`config.mk`:
```
export PLATFORM = sky130hd
export DESIGN_NAME = ptw_translator
export DESIGN_NICKNAME = d
export VERILOG_FILES = /design/src/rtl/ptw_pkg.sv /design/src/rtl/ptw_entry_addr.sv /design/src/rtl/ptw_pte_eval.sv /design/src/rtl/ptw_ctrl.sv /design/src/rtl/ptw_translator.sv
export SDC_FILE = /design/constraint.sdc
export NUM_CORES = 1
export LEC_CHECK = 0
export BUFFER_PORTS_ARGS = -buffer_cell sky130_fd_sc_hd__buf_4
export CORE_MARGIN = 2
export CORE_UTILIZATION = 30
export DETAILED_ROUTE_END_ITERATION = 12
export PLACE_DENSITY = 0.54
export SKIP_CTS_REPAIR_TIMING = 1
export SLEW_MARGIN = 20
export SYNTH_ARGS = -nofsm -noshare
export SYNTH_HDL_FRONTEND = slang
export SYNTH_SLANG_ARGS = --single-unit
```
`constraint.sdc`:
```
create_clock -name clk -period 2.35 [get_ports clk]
set_clock_uncertainty 0.2 [all_clocks]
set_input_delay 0.47 -clock clk [delete_from_list [all_inputs] [get_ports clk]]
set_output_delay 0.47 -clock clk [all_outputs]
set_load 0.05 [all_outputs]
```
`src/rtl/ptw_pkg.sv`:
```
package ptw_pkg;

    localparam int unsigned ADDR_W    = 32;
    localparam int unsigned OFF_W     = 12;
    localparam int unsigned VPN_W     = ADDR_W - OFF_W;
    localparam int unsigned PTE_W     = 32;
    localparam int unsigned PTE_BYTES = PTE_W / 8;
    localparam int unsigned PTE_SHIFT = $clog2(PTE_BYTES);
    localparam int unsigned FRAME_W   = ADDR_W - OFF_W;
    localparam int unsigned FLAG_W    = 4;
    localparam int unsigned RSVD_W    = PTE_W - FRAME_W - FLAG_W;

    // Entry layout: frame on top, reserved middle, four flags at the bottom
    typedef struct packed {
        logic [FRAME_W-1:0] frame;
        logic [RSVD_W-1:0]  rsvd;
        logic               dirty;
        logic               used;
        logic               writable;
        logic               present;
    } pte_t;

    typedef enum logic [1:0] {
        FLT_NONE = 2'b00,
        FLT_PAGE = 2'b01,
        FLT_PROT = 2'b10
    } fault_e;

    typedef enum logic [2:0] {
        ST_IDLE,
        ST_RD,
        ST_WAIT,
        ST_WB,
        ST_RSP
    } walk_st_e;

    typedef struct packed {
        fault_e            code;
        logic [ADDR_W-1:0] paddr;
        pte_t              upd;
        logic              wb;
    } verdict_t;

    function automatic fault_e classify(input pte_t p, input logic is_wr);
        if (!p.present)
            return FLT_PAGE;
        if (is_wr && !p.writable)
            return FLT_PROT;
        return FLT_NONE;
    endfunction

    function automatic pte_t mark_access(input pte_t p, input logic is_wr);
        pte_t q;
        q      = p;
        q.used = 1'b1;
        if (is_wr)
            q.dirty = 1'b1;
        return q;
    endfunction

endpackage

```
`src/rtl/ptw_entry_addr.sv`:
```
module ptw_entry_addr
    import ptw_pkg::*;
(
    input  logic [ADDR_W-1:0] base,
    input  logic [VPN_W-1:0]  vpn,
    output logic [ADDR_W-1:0] entry_addr
);

    logic [ADDR_W-1:0] vpn_ext;

    always_comb begin
        vpn_ext    = ADDR_W'(vpn);
        entry_addr = base + (vpn_ext << PTE_SHIFT);
    end

endmodule

```
`src/rtl/ptw_pte_eval.sv`:
```
module ptw_pte_eval
    import ptw_pkg::*;
(
    input  logic [PTE_W-1:0] pte_word,
    input  logic             is_write,
    input  logic [OFF_W-1:0] offset,
    output verdict_t         verdict
);

    pte_t   cur;
    pte_t   nxt;
    fault_e code;

    always_comb begin
        cur           = pte_t'(pte_word);
        nxt           = mark_access(cur, is_write);
        code          = classify(cur, is_write);
        verdict.code  = code;
        verdict.upd   = nxt;
        verdict.wb    = (code == FLT_NONE) && (nxt != cur);
        verdict.paddr = (code == FLT_NONE) ? {cur.frame, offset} : '0;
    end

endmodule

```
`src/rtl/ptw_ctrl.sv`:
```
module ptw_ctrl
    import ptw_pkg::*;
(
    input  logic              clk,
    input  logic              rst,
    input  logic              req_valid,
    output logic              req_ready,
    input  logic              req_write,
    input  logic [OFF_W-1:0]  req_offset,
    input  logic [ADDR_W-1:0] entry_addr,
    output logic              lat_write,
    output logic [OFF_W-1:0]  lat_offset,
    input  verdict_t          verdict,
    output logic              mem_req_valid,
    input  logic              mem_req_ready,
    output logic              mem_req_write,
    output logic [ADDR_W-1:0] mem_req_addr,
    output logic [PTE_W-1:0]  mem_req_wdata,
    input  logic              mem_rsp_valid,
    output logic              rsp_valid,
    input  logic              rsp_ready,
    output logic [ADDR_W-1:0] rsp_paddr,
    output logic [1:0]        rsp_fault
);

    walk_st_e st;
    fault_e   fault_q;

    assign req_ready = (st == ST_IDLE);
    assign rsp_fault = fault_q;

    always_ff @(posedge clk) begin
        if (rst) begin
            st            <= ST_IDLE;
            lat_write     <= 1'b0;
            lat_offset    <= '0;
            mem_req_valid <= 1'b0;
            mem_req_write <= 1'b0;
            mem_req_addr  <= '0;
            mem_req_wdata <= '0;
            rsp_valid     <= 1'b0;
            rsp_paddr     <= '0;
            fault_q       <= FLT_NONE;
        end else begin
            case (st)
                ST_IDLE: begin
                    if (req_valid) begin
                        lat_write     <= req_write;
                        lat_offset    <= req_offset;
                        mem_req_addr  <= entry_addr;
                        mem_req_write <= 1'b0;
                        mem_req_valid <= 1'b1;
                        st            <= ST_RD;
                    end
                end
                ST_RD: begin
                    if (mem_req_ready) begin
                        mem_req_valid <= 1'b0;
                        st            <= ST_WAIT;
                    end
                end
                ST_WAIT: begin
                    if (mem_rsp_valid) begin
                        fault_q   <= verdict.code;
                        rsp_paddr <= verdict.paddr;
                        if (verdict.wb) begin
                            mem_req_valid <= 1'b1;
                            mem_req_write <= 1'b1;
                            mem_req_wdata <= verdict.upd;
                            st            <= ST_WB;
                        end else begin
                            rsp_valid <= 1'b1;
                            st        <= ST_RSP;
                        end
                    end
                end
                ST_WB: begin
                    if (mem_req_ready) begin
                        mem_req_valid <= 1'b0;
                        rsp_valid     <= 1'b1;
                        st            <= ST_RSP;
                    end
                end
                ST_RSP: begin
                    if (rsp_ready) begin
                        rsp_valid <= 1'b0;
                        st        <= ST_IDLE;
                    end
                end
                default: st <= ST_IDLE;
            endcase
        end
    end

    AST_MEMREQ_HOLD: assert property (@(posedge clk) disable iff (rst) mem_req_valid && !mem_req_ready |=> mem_req_valid && $stable(mem_req_addr) && $stable(mem_req_write) && $stable(mem_req_wdata));
    AST_RSP_HOLD: assert property (@(posedge clk) disable iff (rst) rsp_valid && !rsp_ready |=> rsp_valid && $stable(rsp_paddr) && $stable(rsp_fault));
    AST_ONE_OUTSTANDING: assert property (@(posedge clk) disable iff (rst) (mem_req_valid || rsp_valid) |-> !req_ready);
    AST_WB_AFTER_READ: assert property (@(posedge clk) disable iff (rst) $rose(mem_req_valid) && mem_req_write |-> $past(mem_rsp_valid));
    AST_NO_WB_ON_FAULT: assert property (@(posedge clk) disable iff (rst) mem_req_valid && mem_req_write |-> rsp_fault == 2'b00);
    AST_FAULT_NO_PADDR: assert property (@(posedge clk) disable iff (rst) rsp_valid && rsp_fault != 2'b00 |-> rsp_paddr == '0);
    AST_LEGAL_CODE: assert property (@(posedge clk) disable iff (rst) rsp_valid |-> rsp_fault != 2'b11);
    AST_USED_ON_WB: assert property (@(posedge clk) disable iff (rst) mem_req_valid && mem_req_write |-> mem_req_wdata[2] && mem_req_wdata[0]);
    AST_DIRTY_ON_WR: assert property (@(posedge clk) disable iff (rst) mem_req_valid && mem_req_write && lat_write |-> mem_req_wdata[3] && mem_req_wdata[1]);

endmodule

```
`src/rtl/ptw_translator.sv`:
```
module ptw_translator
    import ptw_pkg::*;
(
    input  logic              clk,
    input  logic              rst,
    input  logic              req_valid,
    output logic              req_ready,
    input  logic [ADDR_W-1:0] req_vaddr,
    input  logic              req_write,
    input  logic [ADDR_W-1:0] table_base,
    output logic              rsp_valid,
    input  logic              rsp_ready,
    output logic [ADDR_W-1:0] rsp_paddr,
    output logic [1:0]        rsp_fault,
    output logic              mem_req_valid,
    input  logic              mem_req_ready,
    output logic              mem_req_write,
    output logic [ADDR_W-1:0] mem_req_addr,
    output logic [PTE_W-1:0]  mem_req_wdata,
    input  logic              mem_rsp_valid,
    input  logic [PTE_W-1:0]  mem_rsp_rdata
);

    logic [ADDR_W-1:0] entry_addr;
    logic              lat_write;
    logic [OFF_W-1:0]  lat_offset;
    verdict_t          verdict;

    ptw_entry_addr u_addr (
        .base       (table_base),
        .vpn        (req_vaddr[ADDR_W-1:OFF_W]),
        .entry_addr (entry_addr)
    );

    ptw_pte_eval u_eval (
        .pte_word (mem_rsp_rdata),
        .is_write (lat_write),
        .offset   (lat_offset),
        .verdict  (verdict)
    );

    ptw_ctrl u_ctrl (
        .clk           (clk),
        .rst           (rst),
        .req_valid     (req_valid),
        .req_ready     (req_ready),
        .req_write     (req_write),
        .req_offset    (req_vaddr[OFF_W-1:0]),
        .entry_addr    (entry_addr),
        .lat_write     (lat_write),
        .lat_offset    (lat_offset),
        .verdict       (verdict),
        .mem_req_valid (mem_req_valid),
        .mem_req_ready (mem_req_ready),
        .mem_req_write (mem_req_write),
        .mem_req_addr  (mem_req_addr),
        .mem_req_wdata (mem_req_wdata),
        .mem_rsp_valid (mem_rsp_valid),
        .rsp_valid     (rsp_valid),
        .rsp_ready     (rsp_ready),
        .rsp_paddr     (rsp_paddr),
        .rsp_fault     (rsp_fault)
    );

endmodule

```
## Word level (Yosys, flattened, before mapping)

Cells that the tools add are included.

- Bits in registers: 117
- Bits in latches: 0
- Memory bits (writable): 0
- Memory bits (read-only): 0
- Input bits: 103
- Memories: 0

- $add $sub $neg: 1
- Multipliers: 0
- Div/mod/pow operators: 0
- Order comparisons: 0
- Eq/ne operators: 13
- Shift-type cells: 0
- Mux-type cells: 27
- Bitwise operators: 0
- Reductions and logical operators: 16

Operators by type and width:

| operator | number |
|---|---|
| 32-bit by 22-bit adder with 32-bit output | 1 |
| 32-bit two-way mux | 1 |
| 3-bit two-way mux | 6 |
| 3-bit case mux with 5 select lines | 1 |
| 5-bit AND reduction | 3 |
| 1-bit two-way mux | 12 |
| 2-bit inequality test (second input constant) | 6 |
| 2-bit two-way mux | 4 |
| 3-bit by 2-bit equality test with 1-bit output (second input constant) | 2 |
| 1-bit case mux with 3 select lines | 2 |
| 3-bit nonzero test | 2 |
| 2-bit by 1-bit inequality test with 1-bit output (second input constant) | 2 |
| 2-bit AND reduction | 2 |
| 4-bit AND reduction | 1 |
| 3-bit by 1-bit equality test with 1-bit output (second input constant) | 1 |
| 3-bit equality test (second input constant) | 1 |
| 3-bit logical NOT | 1 |
| 3-bit AND reduction | 1 |
| 1-bit logical AND | 2 |
| 2-bit logical NOT | 1 |
| 2-bit inequality test | 1 |
| 1-bit case mux with 2 select lines | 1 |
| 2-bit nonzero test | 1 |
| 2-bit OR reduction | 1 |
| 1-bit logical NOT | 1 |

## Depth between registers and ports, before layout

- Word-level depth: 11
- Mapped depth: 9

## By module

A second synthesis with hierarchy kept.

- Cells, all modules: 768
- Area total of the unflattened synthesis: 6283.5 um2

By module, submodules not included:

| module | times used | cells each | area an instance (um2) | seq. area each (um2) |
|---|---|---|---|---|
| ptw_ctrl | 1 | 530 | 4314.1 | 2342.2 |
| ptw_entry_addr | 1 | 161 | 1212.4 | 0.0 |
| ptw_pte_eval | 1 | 77 | 757.0 | 0.0 |

## Worst setup path after synthesis

OpenSTA, ideal clock, no wires.

- Path type: in2reg
- Start: in req_vaddr[12]
- End: reg u_ctrl.mem_req_addr[30]
- Arrival time: 2.300 ns
- Data required time: 2.062 ns
- Path slack: -0.238 ns
- Cell stages on the path: 9
- Buffers on the path: 0
- Cell sequence: ha_1 inv_1 fa_1 and2b_1 o2111ai_1 a21bo_1 a2111oi_2 nor4_1 nor4_2

- Longest elaborated chain between the ends: 1

Ends and longest elaborated chain:

| element | line | source |
|---|---|---|
| start: declaration | ptw_translator.sv:8 | `input logic [ADDR_W-1:0] req_vaddr,` |
| 32-bit by 22-bit adder with 32-bit output | ptw_entry_addr.sv:13 | `entry_addr = base + (vpn_ext << PTE_SHIFT);` |
| end signal: assignment | ptw_ctrl.sv:50 | `mem_req_addr <= entry_addr;` |
| end: declaration | ptw_ctrl.sv:17 | `output logic [ADDR_W-1:0] mem_req_addr,` |

No other way between the ends.
A chain may end at the register's enable or synchronous reset.

## Worst setup path after layout

- Start: in req_vaddr[13]
- End: reg u_ctrl.mem_req_addr[27]

The elaborated chain is that of the path after synthesis.

==> impl_results.md <==
- RSZ-0062 raised after global routing: yes
- WL per Instance: about 16 um
- Post-DRT Antenna Nets: 0
- Drt drc: 0
- Chip height: ~140 um
- Cells after synthesis: a little under 700
- Total global-route track usage: 0.192
- Area delta synth->final: 56.2%
- CP required: between 2 and 2.5 ns
- Post-synth top flop: dfxtp_1
- Die area: 0.0197 mm^2
- Layout Nets: roughly 1.1k
- Sequential-to-total area share from yosys stat: 0.420
- Outcome: complete, no violations
- Post-synthesis register bit count: 117
- Root buf cell: clkbuf_16
- Worst slew pin tran: ~0.77 ns
- Yosys warning count: 0
- Initial antenna violation count: 0
- Post-synth ARST share: 0
- Setup TNS: 0 ns
- CP Class: input pin to register
- Iteration-0 DRC Markers: just under 400
- Die width: 140 um
- Final slew viol count: 0
- Max H-tree Level: 4
- Max Clk Rate: 446 MHz
- Worst path arrival time: between 2 and 2.5 ns
- Via density per instance: about 5
- TritonCTS Buffers: 17
- Setup crit start kind: input pin
- Power per Cell Area: ~720 mW/mm^2
- Drt pass-1 iters: 5
- Tcrit/Tclk final: 0.953
- Starting Density: 0.308
- Clock tree buffer depth: 2
- DPL Wire Length: around 14000 um
- # setup viols final: 0
- Largest net degree at the start of global routing: 73
- Leading cell type in the layout, fill and taps excluded: buf_4
- Synth unique cells: 63
- Vias in the first global route: slightly below 6k
- CTS tree: yes
- Placer Congestion: 0.833
- Ports: between 200 and 250
- EDFF count, synth: 0
- Layout cells sized above 1: 0.382
- Crit-path max FO: 4
- Antenna Cells: 0
- Most frequent cells in the layout: buf_4 (297), nand2_1 (135), dfxtp_1 (117)
- Total congestion overflow: 0
- Crit. End Element: register
- WL final: 18700 um
- Clock sink count: ~120
- Worst-Skew Late Latency: 0.42 ns
- Input/output buffers: 204
- # rows: 49
- HP Class: input pin to register
- Hold WS: 0.0538 ns
- Syn nets: 811
- Hold Fails Final Rpt: 0
- Core Box Area: roughly 0.018 mm^2
- First-pass GRT wire length: between 30000 and 40000 um
- Layout filler cell count: about 1.8k
- Max capacitance violation total: 0
- Mean post-synth cell area: 8.12 um^2
- P_leak: 3.77 nW
- Peak supply drop: approximately 0.51 mV
- Clock slew at reported path FFs: approximately 0.06 ns
- Post-Syn Area: between 0.005 and 0.006 mm^2
- Max_slew headroom: 0.487
- Post-layout min period: 2.24 ns
- Vias: between 6k and 7k
-- Yosys cell counts, drive strengths merged, types with 9 or more instances --
master / count / share of area
o21ai: 18 / 0.016
nand2: 135 / 0.091
a21oi: 86 / 0.078
a211oi: 9 / 0.012
inv: 12 / 0.0081
clkbuf: 28 / 0.019
dfxtp: 117 / 0.42
nor3: 16 / 0.014
ha: 20 / 0.045
nand4: 10 / 0.012
nand3: 11 / 0.0099
a22oi: 33 / 0.044
nor2: 57 / 0.038
buf: 19 / 0.020
-- cells by family (layout without fill, tap and decap cells) --
logic type,Yosys count,after routing,synth area share
adders and majority gates,21,21,0.0484
AOI/OAI and AO/OA,209,209,0.250
buffers and inverters,59,344,0.0464
xor gates and xnor gates,8,8,0.0126
DFF,117,117,0.420
and+or+nand+nor,273,273,0.222
-- final timing paths --
path | slack (ns) | from | to | cells after the start
max | 0.11 | req_vaddr[13] | u_ctrl.mem_req_addr[27] | 9
min | 0.05 | rsp_ready | u_ctrl.rsp_valid | 2
max reg2reg | 0.33 | u_ctrl.st[1] | u_ctrl.mem_req_addr[16] | 4
min reg2reg | 0.25 | u_ctrl.lat_offset[1] | u_ctrl.lat_offset[1] | 2
-- critical path, stage by stage --
cell       delay, ns
buf_4           0.11
ha_1            0.26
a21o_1          0.14
nand4_2         0.13
buf_4           0.17
a211o_1         0.37
a2111oi_4       0.34
o21ai_1         0.10
a32o_1          0.25
-- report_power, final --
| group | total, mW | internal (mW) | switching [mW] |
|---|---|---|---|
| Sequential | 2.14 | 2.08 | 0.0650 |
| Clock | 2.75 | 1.70 | 1.05 |
| Combinational | 1.35 | 0.565 | 0.783 |
-- flip-flops by register name (all words and copies together) (netlist names) --
signal                count
u_ctrl.mem_req_write      1
u_ctrl.st                 3
u_ctrl.rsp_fault          2
u_ctrl.lat_write          1
u_ctrl.mem_req_addr      32
u_ctrl.rsp_valid          1
u_ctrl.mem_req_wdata     32
u_ctrl.mem_req_valid      1
u_ctrl.lat_offset        12
u_ctrl.rsp_paddr         32
-- through the flow --
stage	util	setup slack [ns]	power, mW	cells	cell area, um^2
detailed placement	0.442	-0.515	3.51	1166	8000
floorplan	-	-0.192	2.93	687	5680
global placement	0.442	-0.540	3.51	1166	8000
CTS	0.477	-0.0981	6.29	1198	8620
finish	0.482	0.109	6.24	1201	8710
global route	0.482	-0.0114	6.52	1201	8710
-- cell type report --
class                   count  area, um^2  share of cell area
well taps                 229         287              0.0329
inverters                  12        45.0             0.00517
multi-input cells         511        3150               0.361
flip-flops and latches    117        2340               0.269
clock buffers              17         425              0.0488
repair buffers            300        2270               0.261
clock inverters            15         193              0.0221
-- per-layer routing --
metal  GRT usage  share of wire  vias up
li1            -              -     3011
met1       0.256           0.47     2788
met2       0.307           0.46      193
met3      0.0468          0.058       19
met4      0.0649          0.016        0
met5           0              0        -
(Power assumes the default switching activity.)
